File: src/rtl/seqdiv_pkg.sv
package seqdiv_pkg;

  typedef enum logic [2:0] {
    ST_IDLE,
    ST_RUN,
    ST_ZERO,
    ST_REMW,
    ST_DONE
  } div_state_e;

  typedef struct packed {
    logic long_form;
    logic signed_op;
  } div_mode_t;

endpackage

File: src/rtl/div_operand_prep.sv
module div_operand_prep #(
  parameter int W = 32
) (
  input  logic            long_form,
  input  logic            signed_op,
  input  logic [W-1:0]    dividend_lo,
  input  logic [W-1:0]    dividend_hi,
  input  logic [W-1:0]    divisor,
  output logic [2*W-1:0]  num_mag,
  output logic [W-1:0]    den_mag,
  output logic            num_neg,
  output logic            den_neg,
  output logic            den_zero
);
  localparam int DW = 2 * W;
  localparam int HW = W / 2;

  logic [DW-1:0] num_raw;
  logic [W-1:0]  den_raw;

  always_comb begin
    if (long_form) begin
      num_raw = {dividend_hi, dividend_lo};
      den_raw = divisor;
    end else begin
      num_raw = {{W{signed_op & dividend_lo[W-1]}}, dividend_lo};
      den_raw = {{HW{signed_op & divisor[HW-1]}}, divisor[HW-1:0]};
    end
    num_neg  = signed_op & num_raw[DW-1];
    den_neg  = signed_op & den_raw[W-1];
    num_mag  = num_neg ? (~num_raw + 1'b1) : num_raw;
    den_mag  = den_neg ? (~den_raw + 1'b1) : den_raw;
    den_zero = (den_raw == '0);
  end
endmodule

File: src/rtl/div_core.sv
module div_core #(
  parameter int W = 32
) (
  input  logic            clk,
  input  logic            load,
  input  logic            step,
  input  logic [2*W-1:0]  num_in,
  input  logic [W-1:0]    den_in,
  output logic [2*W-1:0]  quo,
  output logic [W-1:0]    rem
);
  localparam int DW = 2 * W;

  logic [DW-1:0] acc;
  logic [W-1:0]  part;
  logic [W-1:0]  den;
  logic [W:0]    trial;
  logic [W:0]    diff;
  logic          take;

  always_comb begin
    trial = {part, acc[DW-1]};
    diff  = trial - {1'b0, den};
    take  = (trial >= {1'b0, den});
  end

  always_ff @(posedge clk) begin
    if (load) begin
      acc  <= num_in;
      part <= '0;
      den  <= den_in;
    end else if (step) begin
      acc  <= {acc[DW-2:0], take};
      part <= take ? diff[W-1:0] : trial[W-1:0];
    end
  end

  assign quo = acc;
  assign rem = part;
endmodule

File: src/rtl/div_result_pack.sv
module div_result_pack #(
  parameter int W = 32
) (
  input  logic            long_form,
  input  logic            signed_op,
  input  logic            q_neg,
  input  logic            r_neg,
  input  logic [2*W-1:0]  quo_mag,
  input  logic [W-1:0]    rem_mag,
  output logic            ovf,
  output logic [W-1:0]    quo_word,
  output logic [W-1:0]    rem_word,
  output logic            res_n,
  output logic            res_z
);
  localparam int DW = 2 * W;
  localparam int HW = W / 2;
  localparam logic [DW-1:0] LIM_UL = {{W{1'b0}}, {W{1'b1}}};
  localparam logic [DW-1:0] LIM_UW = {{(DW-HW){1'b0}}, {HW{1'b1}}};
  localparam logic [DW-1:0] LIM_SL = {{(W+1){1'b0}}, {(W-1){1'b1}}};
  localparam logic [DW-1:0] LIM_SW = {{(DW-HW+1){1'b0}}, {(HW-1){1'b1}}};

  logic [DW-1:0] limit;
  logic [DW-1:0] q_full;
  logic [W-1:0]  r_full;
  logic          q_top;
  logic          q_nil;

  always_comb begin
    unique case ({long_form, signed_op})
      2'b00:   limit = LIM_UW;
      2'b01:   limit = LIM_SW;
      2'b10:   limit = LIM_UL;
      default: limit = LIM_SL;
    endcase
    // a negative quotient may reach one step further than a positive one
    limit  = limit + DW'(signed_op & q_neg);
    ovf    = (quo_mag > limit);
    q_full = q_neg ? (~quo_mag + 1'b1) : quo_mag;
    r_full = r_neg ? (~rem_mag + 1'b1) : rem_mag;
    if (long_form) begin
      quo_word = q_full[W-1:0];
      q_top    = q_full[W-1];
      q_nil    = (q_full[W-1:0] == '0);
    end else begin
      quo_word = {r_full[HW-1:0], q_full[HW-1:0]};
      q_top    = q_full[HW-1];
      q_nil    = (q_full[HW-1:0] == '0);
    end
    rem_word = r_full;
    res_n    = ovf | q_top;
    res_z    = ~ovf & q_nil;
  end
endmodule

File: src/rtl/seqdiv_unit.sv
module seqdiv_unit
  import seqdiv_pkg::*;
#(
  parameter int W     = 32,
  parameter int IDX_W = 3
) (
  input  logic             clk,
  input  logic             rst_n,
  input  logic             start,
  input  logic             long_form,
  input  logic             signed_op,
  input  logic [W-1:0]     dividend_lo,
  input  logic [W-1:0]     dividend_hi,
  input  logic [W-1:0]     divisor,
  input  logic [IDX_W-1:0] quo_sel,
  input  logic [IDX_W-1:0] rem_sel,
  output logic             busy,
  output logic             done,
  output logic             div_zero,
  output logic             wb_en,
  output logic [IDX_W-1:0] wb_sel,
  output logic [W-1:0]     wb_data,
  output logic             flag_valid,
  output logic             flag_n,
  output logic             flag_z,
  output logic             flag_v,
  output logic             flag_c
);
  localparam int DW    = 2 * W;
  localparam int CNT_W = $clog2(DW + 1);

  div_state_e       state;
  logic [CNT_W-1:0] cnt;
  div_mode_t        mode_q;
  logic             q_neg_q;
  logic             r_neg_q;
  logic [IDX_W-1:0] quo_sel_q;
  logic [IDX_W-1:0] rem_sel_q;

  logic [DW-1:0]    num_mag;
  logic [W-1:0]     den_mag;
  logic             num_neg;
  logic             den_neg;
  logic             den_zero;
  logic [DW-1:0]    core_num;
  logic [DW-1:0]    core_quo;
  logic [W-1:0]     core_rem;
  logic             accept;
  logic             step;

  logic             ovf;
  logic [W-1:0]     quo_word;
  logic [W-1:0]     rem_word;
  logic             res_n;
  logic             res_z;

  div_operand_prep #(.W(W)) u_prep (
    .long_form   (long_form),
    .signed_op   (signed_op),
    .dividend_lo (dividend_lo),
    .dividend_hi (dividend_hi),
    .divisor     (divisor),
    .num_mag     (num_mag),
    .den_mag     (den_mag),
    .num_neg     (num_neg),
    .den_neg     (den_neg),
    .den_zero    (den_zero)
  );

  assign accept   = start && (state == ST_IDLE);
  assign step     = (state == ST_RUN);
  // short form: put the W-bit magnitude at the top so W steps consume it
  assign core_num = long_form ? num_mag : {num_mag[W-1:0], {W{1'b0}}};

  div_core #(.W(W)) u_core (
    .clk    (clk),
    .load   (accept),
    .step   (step),
    .num_in (core_num),
    .den_in (den_mag),
    .quo    (core_quo),
    .rem    (core_rem)
  );

  div_result_pack #(.W(W)) u_pack (
    .long_form (mode_q.long_form),
    .signed_op (mode_q.signed_op),
    .q_neg     (q_neg_q),
    .r_neg     (r_neg_q),
    .quo_mag   (core_quo),
    .rem_mag   (core_rem),
    .ovf       (ovf),
    .quo_word  (quo_word),
    .rem_word  (rem_word),
    .res_n     (res_n),
    .res_z     (res_z)
  );

  always_ff @(posedge clk) begin
    if (!rst_n) begin
      state     <= ST_IDLE;
      cnt       <= '0;
      mode_q    <= '0;
      q_neg_q   <= 1'b0;
      r_neg_q   <= 1'b0;
      quo_sel_q <= '0;
      rem_sel_q <= '0;
    end else begin
      unique case (state)
        ST_IDLE: begin
          if (start) begin
            mode_q    <= '{long_form: long_form, signed_op: signed_op};
            q_neg_q   <= num_neg ^ den_neg;
            r_neg_q   <= num_neg;
            quo_sel_q <= quo_sel;
            rem_sel_q <= rem_sel;
            cnt       <= long_form ? CNT_W'(DW) : CNT_W'(W);
            state     <= den_zero ? ST_ZERO : ST_RUN;
          end
        end
        ST_RUN: begin
          cnt <= cnt - 1'b1;
          if (cnt == CNT_W'(1)) begin
            state <= mode_q.long_form ? ST_REMW : ST_DONE;
          end
        end
        ST_REMW: state <= ST_DONE;
        ST_ZERO: state <= ST_IDLE;
        ST_DONE: state <= ST_IDLE;
        default: state <= ST_IDLE;
      endcase
    end
  end

  always_comb begin
    busy       = (state != ST_IDLE);
    done       = (state == ST_DONE) || (state == ST_ZERO);
    div_zero   = (state == ST_ZERO);
    flag_valid = (state == ST_DONE);
    wb_en      = !ovf && ((state == ST_REMW) || (state == ST_DONE));
    wb_sel     = (state == ST_REMW) ? rem_sel_q : quo_sel_q;
    wb_data    = (state == ST_REMW) ? rem_word : quo_word;
    flag_n     = flag_valid & res_n;
    flag_z     = flag_valid & res_z;
    flag_v     = flag_valid & ovf;
    flag_c     = 1'b0;
  end
endmodule

File: config.mk
export PLATFORM = sky130hd
export DESIGN_NAME = seqdiv_unit
export DESIGN_NICKNAME = d
export VERILOG_FILES = /design/src/rtl/seqdiv_pkg.sv /design/src/rtl/div_operand_prep.sv /design/src/rtl/div_core.sv /design/src/rtl/div_result_pack.sv /design/src/rtl/seqdiv_unit.sv
export SDC_FILE = /design/constraint.sdc
export NUM_CORES = 1
export LEC_CHECK = 0
export BUFFER_PORTS_ARGS = -buffer_cell sky130_fd_sc_hd__buf_2
export CAP_MARGIN = 20
export CORE_ASPECT_RATIO = 0.9
export CORE_MARGIN = 2
export CORE_UTILIZATION = 41
export CTS_CLUSTER_DIAMETER = 80
export DETAILED_ROUTE_END_ITERATION = 7
export PLACE_DENSITY = 0.57
export RECOVER_POWER = 100
export SLEW_MARGIN = 20
export SYNTH_ARGS = -nofsm -noshare
export SYNTH_HDL_FRONTEND = slang
export SYNTH_SLANG_ARGS = --single-unit
File: constraint.sdc
create_clock -name clk -period 7.7 [get_ports clk]
set_input_delay 0.385 -clock clk [delete_from_list [all_inputs] [get_ports clk]]
set_output_delay 0.385 -clock clk [all_outputs]
set_load 0.05 [all_outputs]
==> impl_metrics.tcl <==
set metrics [dict create \
    run_status "finished, violations left" \
    failed_checks "capacitance limit, slew limit" \
    timing.clock.skew_ns 0.0122 \
    path_buf_inv 1 \
    period_needed_ns 5.91 \
    tritoncts "built" \
    routed-via-count 13000 \
    grt_usage 0.262 \
    postSynth.topFlopCell "sky130_fd_sc_hd__edfxtp_1" \
    setup_viol_count_final 0 \
    final_gp_congestion 0.926 \
    post_dp_cell_area_um2 14300 \
    final-hold-violation-count 0 \
    placeableCoreArea_um2 31900 \
    max_clock_freq_ghz 0.169 \
    design_area_um2 14800 \
    p_per_area_nw_per_um2 197 \
    place_hpwl_mm 34.5 \
    clock_tree.root_cell "sky130_fd_sc_hd__clkbuf_16" \
    post-synth-top-count-cell "sky130_fd_sc_hd__nand2_1" \
    first_pass_iters 5 \
    drt.antenna.violating_nets 0 \
    clkSlewWorstSetupHoldPaths_ns 0.07 \
    fillers 3243 \
    cap_violations 8 \
    layout.core_utilization 0.463 \
    cp_top_family "buffers and inverters" \
    ioPinCount 151 \
    totalNegativeSetupSlack_ns 0 \
    cts-htree-levels 4 \
    reg2reg_from "state[1]" \
    critPathMostFrequentCell "sky130_fd_sc_hd__nand2_1" \
    min_to "quo_sel_q[2]" \
    worst_skew_pair.late_latency_ns 0.43 \
    initial_core_utilization 0.416 \
    ff2ff_path_depth 8 \
    cp_num_cells 8 \
    grt_max_degree 83 \
    finalMaxSlewViolations 395 \
    worst_case_clock_buffer_depth 2 \
    destination_of_the_worst_register_to_register_timing_path "u_core.quo[54]" \
    synth_enable_flop_cells 96 \
    setup_repair_after_global_routing_missed_its_margin "no" \
    async_flop_share 0 \
    ys_top_cells_by_area "sky130_fd_sc_hd__edfxtp_1 (22%), sky130_fd_sc_hd__dfxtp_1 (7.8%), sky130_fd_sc_hd__ha_1 (6.5%)" \
    synth.yosys.seq_area_share 0.296 \
    die_h_um 175 \
    grt_pass1_vias 11900 \
    detail_route.drc_violations 0 \
    max_slew_margin -1.45 \
    synth_largest_area_cell "sky130_fd_sc_hd__edfxtp_1" \
    critical-path-max-stage-delay_ns 2.62 \
    area.growth.synth_to_final_pct 11.1 \
    hold_buffers_post_cts 0 \
    criticalPathCategory "reg2reg" \
    dr.first_iter.drc_count 1251 \
    ys_ff_latch 148 \
    worst_pin_slew_ns 3.67 \
    detail_route.wirelength_mm 44.8 \
    worstPathRequired_ns 7.88 \
    timing.critical_path.cells "nor3_1, nand2_1, clkbuf_1, nor2_1, nand3_1, o21ai_0, a21oi_1, nand2_1" \
    yosysWarningCount 0 \
    final_layout_size_suffix_gt1_frac 0.0933 \
    tritoncts.num_buffers 17 \
    sinks_on_clock_net 148 \
    port_buffers 149 \
    netlist.area_leader.share 0.217 \
    fp.dieArea_um2 33800 \
    synth_nets 1844 \
    peakVddDrop_mv 0.148 \
    initial_antenna_violation_count 2 \
    min-delay-path-class "in2reg" \
    leakagePower_nw 5.76 \
    vias_per_cell 5.97 \
    rrSetupSlack_ns 1.79 \
    cell_area_after_synthesis_um2 13300 \
    min_period_over_period 0.768 \
    gr-total-overflow 0 \
    cts_setup_buffers 0 \
    synth.cells.most_frequent "sky130_fd_sc_hd__nand2_1 (193), sky130_fd_sc_hd__o21ai_0 (158), sky130_fd_sc_hd__nor2_1 (126)" \
    routedWlPerCell_um 20.5 \
    critPathCaptureType "register" \
    whs_path_depth 3 \
    num-nets-final 1932 \
    syn_avg_cell_area_um2 7.96 \
    worst-path-max-fanout 82 \
    worst-endpoint-arrival_ns 6.09 \
    row_count 62 \
    synthesis.instances 1667 \
    die-width_um 194 \
    worst_hold_startpoint "quo_sel[2]" \
    cts-resized-gates 0 \
    synth.distinct_cells 81 \
    worst_setup_path_start_kind "register" \
    grt_pass1_wl_mm 70.1 \
    crit_path_top_delay_cell "sky130_fd_sc_hd__clkbuf_1" \
]
[flip-flops by register name (all words and copies together), names as in the netlist]
name        cells
q_neg_q         1
mode_q          2
u_core.den     32
state           3
r_neg_q         1
quo_sel_q       3
rem_sel_q       3
u_core.rem     32
u_core.quo     64
cnt             7
[routing by layer]
| metal | GRT usage | part of all wire |
|---|---|---|
| met5 | 0 | 0 |
| met2 | 0.355 | 0.40 |
| met4 | 0.0671 | 0.017 |
| met3 | 0.0440 | 0.078 |
| met1 | 0.420 | 0.51 |
[cell type report]
class	instances	area, µm²	share of cell area
Antenna cell	1	2.50	0.000170
Sequential cell	148	3920	0.266
Tap cell	416	520	0.0353
Clock inverter	10	97.6	0.00662
Timing Repair Buffer	165	773	0.0524
Clock buffer	22	474	0.0321
Multi-Input combinational cell	1353	8700	0.590
Inverter	70	263	0.0178
[cell usage in the layout, fill, tap and decap left out, types with 10 or more instances in the layout]
master,n
sky130_fd_sc_hd__nand2_1,193
sky130_fd_sc_hd__o21ai_0,159
sky130_fd_sc_hd__nor2_1,126
sky130_fd_sc_hd__a21oi_1,111
sky130_fd_sc_hd__buf_2,108
sky130_fd_sc_hd__edfxtp_1,96
sky130_fd_sc_hd__xor2_1,90
sky130_fd_sc_hd__xnor2_1,75
sky130_fd_sc_hd__ha_1,69
sky130_fd_sc_hd__inv_1,68
sky130_fd_sc_hd__clkbuf_1,54
sky130_fd_sc_hd__dfxtp_1,52
sky130_fd_sc_hd__nand3_1,49
sky130_fd_sc_hd__nor3_1,38
sky130_fd_sc_hd__o31ai_1,33
sky130_fd_sc_hd__mux2i_1,29
sky130_fd_sc_hd__or3_1,27
sky130_fd_sc_hd__nand4_1,27
sky130_fd_sc_hd__nor4_1,24
sky130_fd_sc_hd__a31oi_1,23
sky130_fd_sc_hd__nor2b_1,20
sky130_fd_sc_hd__a21o_1,19
sky130_fd_sc_hd__or4_1,18
sky130_fd_sc_hd__clkbuf_16,17
sky130_fd_sc_hd__o41ai_1,16
sky130_fd_sc_hd__a22o_1,15
sky130_fd_sc_hd__a32oi_1,14
sky130_fd_sc_hd__a21boi_0,14
sky130_fd_sc_hd__and3_1,12
sky130_fd_sc_hd__o211ai_1,12
sky130_fd_sc_hd__a211oi_1,10
[cells by family after synthesis]
kind of cell,synth area share
AND/OR/NAND/NOR,0.226
flip-flops,0.296
adder cells (fa/ha/maj),0.0665
buffers and inverters,0.0474
multiplexers,0.0244
AO/OA/AOI/OAI,0.230
other,0.000282
XOR/XNOR,0.109
[power by group]
part,internal (mW),switching [mW],total [mW]
clock network,0.473,0.354,0.826
logic,0.306,0.644,0.949
registers,0.991,0.133,1.12
total,1.77,1.13,2.90
[worst max path at each step]
| stage | from | endpoint | slack (ns) |
|---|---|---|---|
| 2_1_floorplan | q_neg_q | wb_en | 3.17 |
| 3_3_place_gp | q_neg_q | wb_en | 3.36 |
| 3_5_place_dp | q_neg_q | wb_en | 3.17 |
| 4_1_cts | q_neg_q | wb_en | 2.70 |
| 5_1_grt | state[1] | u_core.quo[54] | 1.33 |
| 6_report | state[1] | u_core.quo[54] | 1.79 |
[stage by stage]
step | std cells | worst slack, ns | power [mW] | hold slack (ns)
6_report | 2185 | 1.79 | 2.90 | 0.194
5_1_grt | 2184 | 1.33 | 3.05 | 0.178
3_3_place_gp | 2152 | 3.36 | 2.07 | 0.451
2_1_floorplan | 1667 | 3.17 | 1.75 | 0.444
4_1_cts | 2184 | 2.70 | 2.90 | 0.170
3_5_place_dp | 2152 | 3.17 | 2.08 | 0.457
[worst reg2reg max path, delay by kind of cell (launching register included)]
family	cells	cell delay, ns
buffers and inverters	1	2.63
AOI/OAI and AO/OA	2	0.36
DFF	1	0.47
and+or+nand+nor	5	2.20
(Power assumes the default switching activity.)
